### src/rtl/ata_tf_seq.sv
module ata_tf_seq #(
  parameter int TMO_CYCLES = 200
) (
  input  logic        clk,
  input  logic        rst_n,
  input  logic        start,
  input  logic        rb_mode,
  input  logic        wide,
  input  logic [7:0]  cmd,
  input  logic [15:0] feat,
  input  logic [15:0] count,
  input  logic [47:0] lba,
  input  logic        unit,
  output logic        busy,
  output logic        done,
  output logic        fail,
  output logic        bus_req,
  output logic        bus_wr,
  output logic [3:0]  bus_addr,
  output logic [7:0]  bus_wdata,
  input  logic [7:0]  bus_rdata,
  input  logic        bus_ack,
  output logic [15:0] rb_count,
  output logic [47:0] rb_lba
);
  localparam int TW = $clog2(TMO_CYCLES + 1);
  localparam logic [TW-1:0] TMO_L = TW'(TMO_CYCLES);
  localparam logic [3:0] A_FEAT = 4'd1, A_CNT = 4'd2, A_SEC = 4'd3, A_CLO = 4'd4,
                         A_CHI = 4'd5, A_DRV = 4'd6, A_CMD = 4'd7, A_CTL = 4'd14;
  localparam logic [7:0] CTL_ON = 8'h08, CTL_HOB = 8'h88;

  typedef enum logic [1:0] {K_WR, K_RD, K_POLL} kind_t;

  logic        busy_q, req_q, done_q, fail_q, op_q, ext_q, unit_q;
  logic [7:0]  cmd_q;
  logic [15:0] feat_q, cnt_q;
  logic [47:0] lba_q;
  logic [63:0] rb_q;
  logic [3:0]  step_q, last_step, slot;
  logic [TW-1:0] tcnt;
  kind_t       kind;
  logic [3:0]  a;
  logic [7:0]  wd, sel_drv;

  assign sel_drv = {3'b111, unit_q, 4'h0};

  always_comb begin
    kind = K_WR; a = A_CMD; wd = 8'h00; slot = 4'hF;
    case ({op_q, ext_q})
      2'b00, 2'b01: begin
        if (step_q == 4'd0) begin a = A_DRV; wd = sel_drv; end
        else if (step_q == 4'd1) begin kind = K_POLL; a = A_CTL; end
        else if (step_q == 4'd2) begin a = A_CTL; wd = CTL_ON; end
        else if (ext_q) begin
          case (step_q)
            4'd3:  begin a = A_FEAT; wd = feat_q[15:8];  end
            4'd4:  begin a = A_FEAT; wd = feat_q[7:0];   end
            4'd5:  begin a = A_CNT;  wd = cnt_q[15:8];   end
            4'd6:  begin a = A_CNT;  wd = cnt_q[7:0];    end
            4'd7:  begin a = A_SEC;  wd = lba_q[31:24];  end
            4'd8:  begin a = A_SEC;  wd = lba_q[7:0];    end
            4'd9:  begin a = A_CLO;  wd = lba_q[39:32];  end
            4'd10: begin a = A_CLO;  wd = lba_q[15:8];   end
            4'd11: begin a = A_CHI;  wd = lba_q[47:40];  end
            4'd12: begin a = A_CHI;  wd = lba_q[23:16];  end
            4'd13: begin a = A_DRV;  wd = {3'b010, unit_q, 4'h0}; end
            default: begin a = A_CMD; wd = cmd_q; end
          endcase
        end else begin
          case (step_q)
            4'd3: begin a = A_FEAT; wd = feat_q[7:0]; end
            4'd4: begin a = A_CNT;  wd = cnt_q[7:0];  end
            4'd5: begin a = A_SEC;  wd = lba_q[7:0];  end
            4'd6: begin a = A_CLO;  wd = lba_q[15:8]; end
            4'd7: begin a = A_CHI;  wd = lba_q[23:16]; end
            4'd8: begin a = A_DRV;  wd = sel_drv | {4'h0, lba_q[27:24]}; end
            default: begin a = A_CMD; wd = cmd_q; end
          endcase
        end
      end
      2'b10: begin
        kind = K_RD;
        case (step_q)
          4'd0: begin a = A_CNT; slot = 4'd6; end
          4'd1: begin a = A_SEC; slot = 4'd0; end
          4'd2: begin a = A_CLO; slot = 4'd1; end
          4'd3: begin a = A_CHI; slot = 4'd2; end
          default: begin a = A_DRV; slot = 4'd8; end
        endcase
      end
      default: begin
        kind = K_RD;
        case (step_q)
          4'd0: begin kind = K_WR; a = A_CTL; wd = CTL_HOB; end
          4'd1: begin a = A_CNT; slot = 4'd7; end
          4'd2: begin a = A_SEC; slot = 4'd3; end
          4'd3: begin a = A_CLO; slot = 4'd4; end
          4'd4: begin a = A_CHI; slot = 4'd5; end
          4'd5: begin kind = K_WR; a = A_CTL; wd = CTL_ON; end
          4'd6: begin a = A_CNT; slot = 4'd6; end
          4'd7: begin a = A_SEC; slot = 4'd0; end
          4'd8: begin a = A_CLO; slot = 4'd1; end
          default: begin a = A_CHI; slot = 4'd2; end
        endcase
      end
    endcase
  end

  always_comb begin
    case ({op_q, ext_q})
      2'b00:   last_step = 4'd9;
      2'b01:   last_step = 4'd14;
      2'b10:   last_step = 4'd4;
      default: last_step = 4'd9;
    endcase
  end

  always_ff @(posedge clk) begin
    if (!rst_n) begin
      busy_q <= 1'b0; req_q <= 1'b0; done_q <= 1'b0; fail_q <= 1'b0;
      op_q <= 1'b0; ext_q <= 1'b0; unit_q <= 1'b0; cmd_q <= '0;
      feat_q <= '0; cnt_q <= '0; lba_q <= '0; rb_q <= '0; step_q <= '0;
    end else begin
      done_q <= 1'b0;
      if (!busy_q) begin
        if (start) begin
          busy_q <= 1'b1; step_q <= '0; fail_q <= 1'b0;
          op_q <= rb_mode; ext_q <= wide; unit_q <= unit; cmd_q <= cmd;
          feat_q <= feat; cnt_q <= count; lba_q <= lba;
          if (rb_mode) rb_q <= '0;
        end
      end else if (!req_q) begin
        req_q <= 1'b1;
      end else if (bus_ack) begin
        req_q <= 1'b0;
        if (kind == K_POLL && bus_rdata[7]) begin
          if (tcnt >= TMO_L) begin
            busy_q <= 1'b0; done_q <= 1'b1; fail_q <= 1'b1;
          end
        end else begin
          if (kind == K_RD) begin
            if (slot == 4'd8) rb_q[27:24] <= bus_rdata[3:0];
            else              rb_q[{slot[2:0], 3'b000} +: 8] <= bus_rdata;
          end
          if (step_q == last_step) begin
            busy_q <= 1'b0; done_q <= 1'b1;
          end else begin
            step_q <= step_q + 4'd1;
          end
        end
      end
    end
  end

  always_ff @(posedge clk) begin
    if (!rst_n || !busy_q || kind != K_POLL) tcnt <= '0;
    else if (tcnt != TMO_L)                  tcnt <= tcnt + 1'b1;
  end

  assign busy      = busy_q;
  assign done      = done_q;
  assign fail      = fail_q;
  assign bus_req   = req_q;
  assign bus_wr    = (kind == K_WR);
  assign bus_addr  = a;
  assign bus_wdata = wd;
  assign rb_count  = rb_q[63:48];
  assign rb_lba    = rb_q[47:0];

  assert_req_hold_R10: assert property (@(posedge clk) disable iff (!rst_n)
    bus_req && !bus_ack |=> bus_req && $stable(bus_addr) && $stable(bus_wr) && $stable(bus_wdata));
  assert_req_gap_R10: assert property (@(posedge clk) disable iff (!rst_n)
    bus_req && bus_ack |=> !bus_req);
  assert_cmd_last_R7: assert property (@(posedge clk) disable iff (!rst_n)
    bus_req && bus_ack && bus_wr && bus_addr == A_CMD |=> done && !fail);
  assert_tmo_window_R3: assert property (@(posedge clk) disable iff (!rst_n)
    bus_req && bus_ack && kind == K_POLL && bus_rdata[7] && tcnt < TMO_L |=> busy && !done);
  assert_start_ignored_R11: assert property (@(posedge clk) disable iff (!rst_n)
    busy && start |=> $stable(lba_q) && $stable(op_q) && $stable(cmd_q));
  assert_done_pulse_R7: assert property (@(posedge clk) disable iff (!rst_n)
    done |=> !done);
endmodule

### config.mk
export PLATFORM = sky130hd
export DESIGN_NAME = ata_tf_seq
export DESIGN_NICKNAME = d
export VERILOG_FILES = /design/src/rtl/ata_tf_seq.sv
export SDC_FILE = /design/constraint.sdc
export NUM_CORES = 1
export LEC_CHECK = 0
export CELL_PAD_IN_SITES_DETAIL_PLACEMENT = 1
export CELL_PAD_IN_SITES_GLOBAL_PLACEMENT = 1
export CORE_AREA = 2 2 152 154
export CTS_CLUSTER_SIZE = 30
export DETAILED_ROUTE_END_ITERATION = 6
export DIE_AREA = 0 0 154 156
export GPL_ROUTABILITY_DRIVEN = 1
export GPL_TIMING_DRIVEN = 1
export PLACE_DENSITY = 0.91
export SLEW_MARGIN = 10
export SYNTH_ARGS = -nofsm -noshare
export SYNTH_HDL_FRONTEND = slang
export SYNTH_SLANG_ARGS = --single-unit
### constraint.sdc
create_clock -name clk -period 4.8 [get_ports clk]
set_input_delay 0.96 -clock clk [delete_from_list [all_inputs] [get_ports clk]]
set_output_delay 0.96 -clock clk [all_outputs]
set_load 0.05 [all_outputs]
==> out/qor.txt <==
Placer Congestion = 0.901
Worst slew margin = 35.0%
CTS tree = done
Die W = 154 um
CP max stage delay = 0.71 ns
Clock Root Buffer = clkbuf_16
Worst Path Required = 3.84 ns
area share of the leading cell type in the synthesized netlist = 40.7%
Slowest-stage cell, CP = clkdlybuf4s50_1
initial antenna violation count = 0
fin crit share = 97.1%
Synth Warn # = 0
Clk pin slew, worst setup/hold paths = 0.07 ns
number of synthesized flops with an enable pin = 0
FF+latch count, synth = 171
status = finished with violations
Total Routing Usage GR = 26.7%
crit end category = output pin
most frequent cell after synthesis = nand2_1
worst setup path category = reg2out
peak supply drop = 187 uV
first-pass GRT wire length = 50.1 mm
share of layout cells above drive strength 1 = 8.31%
syn_nets = 1123
LEAKAGE = 3.87 nW
clk buf depth = 2
final net count = 1272
GR Overflow Total = 0
PwrDens = 309 mW/mm^2
vias = 8610
number of vias per cell = 5.93
vias in the first global route = 8777
Initial Util = 37.7%
clock sinks = 171
H-Tree Depth = 4
DR pass1 iterations = 7
Detail Placement HPWL = 23.1 mm
Area contributors post-synth = dfxtp_1 (41%), nand2_1 (11%), a21boi_0 (8.3%), a22oi_1 (3.3%), clkbuf_1 (2.6%)
Buffers & Inverters on Critical Path = 2
Async SR Flop Fraction = 0%
die area = 0.0240 mm^2
Max Clock Freq = 214 MHz
worst-path maximum fanout = 14
ys flop type = dfxtp_1
WL per Instance = 22.4 um
number of buffers added on ports = 183
DRC viols = 4
worst path cell trace = inv_1, ha_1, and3b_1, nor4_1, nand2_1, and3_1, a221o_1, clkdlybuf4s50_1
clock skew = 0.0122 ns
RSZ-0062 raised after global routing = false
final setup vio count = 0
maxcap violations = 0
Yosys cell types = 73
CORE AREA = 0.0224 mm^2
Setup Buffers After CTS = 0
clock latency on the worst-skew pair = 0.44 ns
final wirelength = 32.5 mm
Avg Inst Size Synth = 8.38 um^2
failing checks = design-rule violations
boundary pin count = 184
row count = 55
top cell family by delay on the critical path = simple AND/OR/NAND/NOR gates
Post-Syn Area = 0.00842 mm^2
overall power = 0.00342 W
register area share after synthesis = 40.7%
Setup TNS = 0 ns
final antenna-violating net count = 0
Crit path arrival time = 3.70 ns
Hold Path Class = reg2reg
cells after synthesis = 1005
Slew Limit Fails = 0
largest net degree at the start of global routing = 94
Iter 0 DRT Violations = 1011
worst slew pin tran = 0.969 ns
final period demand of the worst path = 4.66 ns
startpoint types = register
Area growth syn-to-layout = 31.6%
fill cell total of the finished layout = 2581
largest area contributor in the synthesized netlist = dfxtp_1
die height = 156 um
Synth top cells by count = nand2_1 (252), dfxtp_1 (171), a21boi_0 (93)
antenna fix cells = 0
final hold vios = 0
number of CTS-inserted buffers = 17
## where the power goes
| group | total, W | switching (W) | internal [W] |
|---|---|---|---|
| registers | 0.00151 | 0.0000492 | 0.00146 |
| logic | 0.000424 | 0.000250 | 0.000174 |
| clock network | 0.00149 | 0.000651 | 0.000834 |
| total | 0.00342 | 0.000950 | 0.00247 |
## layout make-up
class,instances,area [um^2],area share (%)
clock buffer,19,433,3.91
clock inverter,13,175,1.58
inverter,14,52.6,0.474
multi-input combinational,744,4640,41.9
sequential,171,3420,30.9
tap,285,357,3.22
timing repair buffer,206,2000,18.0
## worst reg2reg max path: cells and delay by family (launching register included)
family	cells	cell delay, ns
DFF	1	0.48
AOI/OAI and AO/OA	4	1.64
buffers and inverters	3	0.53
adders and majority gates	3	0.97
and+or+nand+nor	2	0.59
## what timing repair did
action,4_1_cts,5_1_grt
gates resized for setup,0,2
hold buffers,0,0
endpoints found under the setup margin,0,2
## worst paths after layout
path                                 from           to  slack [ns]  depth (start not counted)
worst max-delay path            step_q[0]  bus_addr[2]        0.14                          8
worst min-delay path              rb_q[6]      rb_q[6]        0.46                          2
worst max register to register  step_q[0]     rb_q[31]        0.45                         12
worst min register to register    rb_q[6]      rb_q[6]        0.46                          2
## sequential cells by signal (all words and copies together), names as in the netlist
| name | count |
|---|---|
| bus_req | 1 |
| busy | 1 |
| cmd_q | 8 |
| cnt_q | 16 |
| done | 1 |
| ext_q | 1 |
| fail | 1 |
| feat_q | 16 |
| lba_q | 48 |
| op_q | 1 |
| rb_q | 64 |
| step_q | 4 |
| tcnt | 8 |
| unit_q | 1 |
## logic make-up after synthesis
| logic type | count (synthesis) | share of synthesized area (%) |
|---|---|---|
| muxes | 16 | 1.98 |
| and+or+nand+nor | 381 | 20.1 |
| xor gates and xnor gates | 11 | 1.14 |
| DFF | 171 | 40.7 |
| AOI/OAI and AO/OA | 321 | 29.5 |
| adders and majority gates | 15 | 2.23 |
| buffers and inverters | 90 | 4.38 |
## routing by layer
metal  wire (um)  vias up  global-route usage (%)
li1            -     3916                       -
met1       13600     4202                    33.5
met2       15600      413                    44.9
met3        2330       79                    5.72
met4        1030        0                    10.2
met5           0        -                       0
## through the flow
step	cell area, um^2	std cells	hold slack, ns	utilization, %	worst slack [ns]
2_1_floorplan	8420	1005	0.443	-	0.899
3_3_place_gp	10500	1420	0.443	46.8	0.666
3_5_place_dp	10500	1420	0.447	46.8	0.578
4_1_cts	11100	1452	0.466	49.5	0.0473
5_1_grt	11100	1452	0.489	49.5	0.0166
6_report	11100	1452	0.462	49.5	0.137
## cells in the final DEF, fill, tap and decap left out, types with 6 or more instances in the layout
cell type | synthesis | final
nand2_1 | 252 | 251
clkdlybuf4s50_1 | 0 | 173
dfxtp_1 | 171 | 171
a21boi_0 | 93 | 93
a22oi_1 | 37 | 37
nor2_1 | 35 | 35
buf_4 | 1 | 31
nand3_1 | 27 | 27
o22ai_1 | 26 | 26
a22o_1 | 24 | 24
o21ai_0 | 21 | 21
a21oi_1 | 19 | 19
o2bb2ai_1 | 18 | 18
clkbuf_16 | 0 | 17
ha_1 | 15 | 15
a31oi_1 | 12 | 12
inv_1 | 11 | 11
nor3_1 | 12 | 11
mux2i_1 | 11 | 11
o211ai_1 | 10 | 10
a221oi_1 | 9 | 9
xor2_1 | 8 | 8
nand2b_1 | 7 | 7
nor2b_1 | 8 | 7
inv_6 | 0 | 6
No activity file was read; power rests on OpenSTA's default activity.
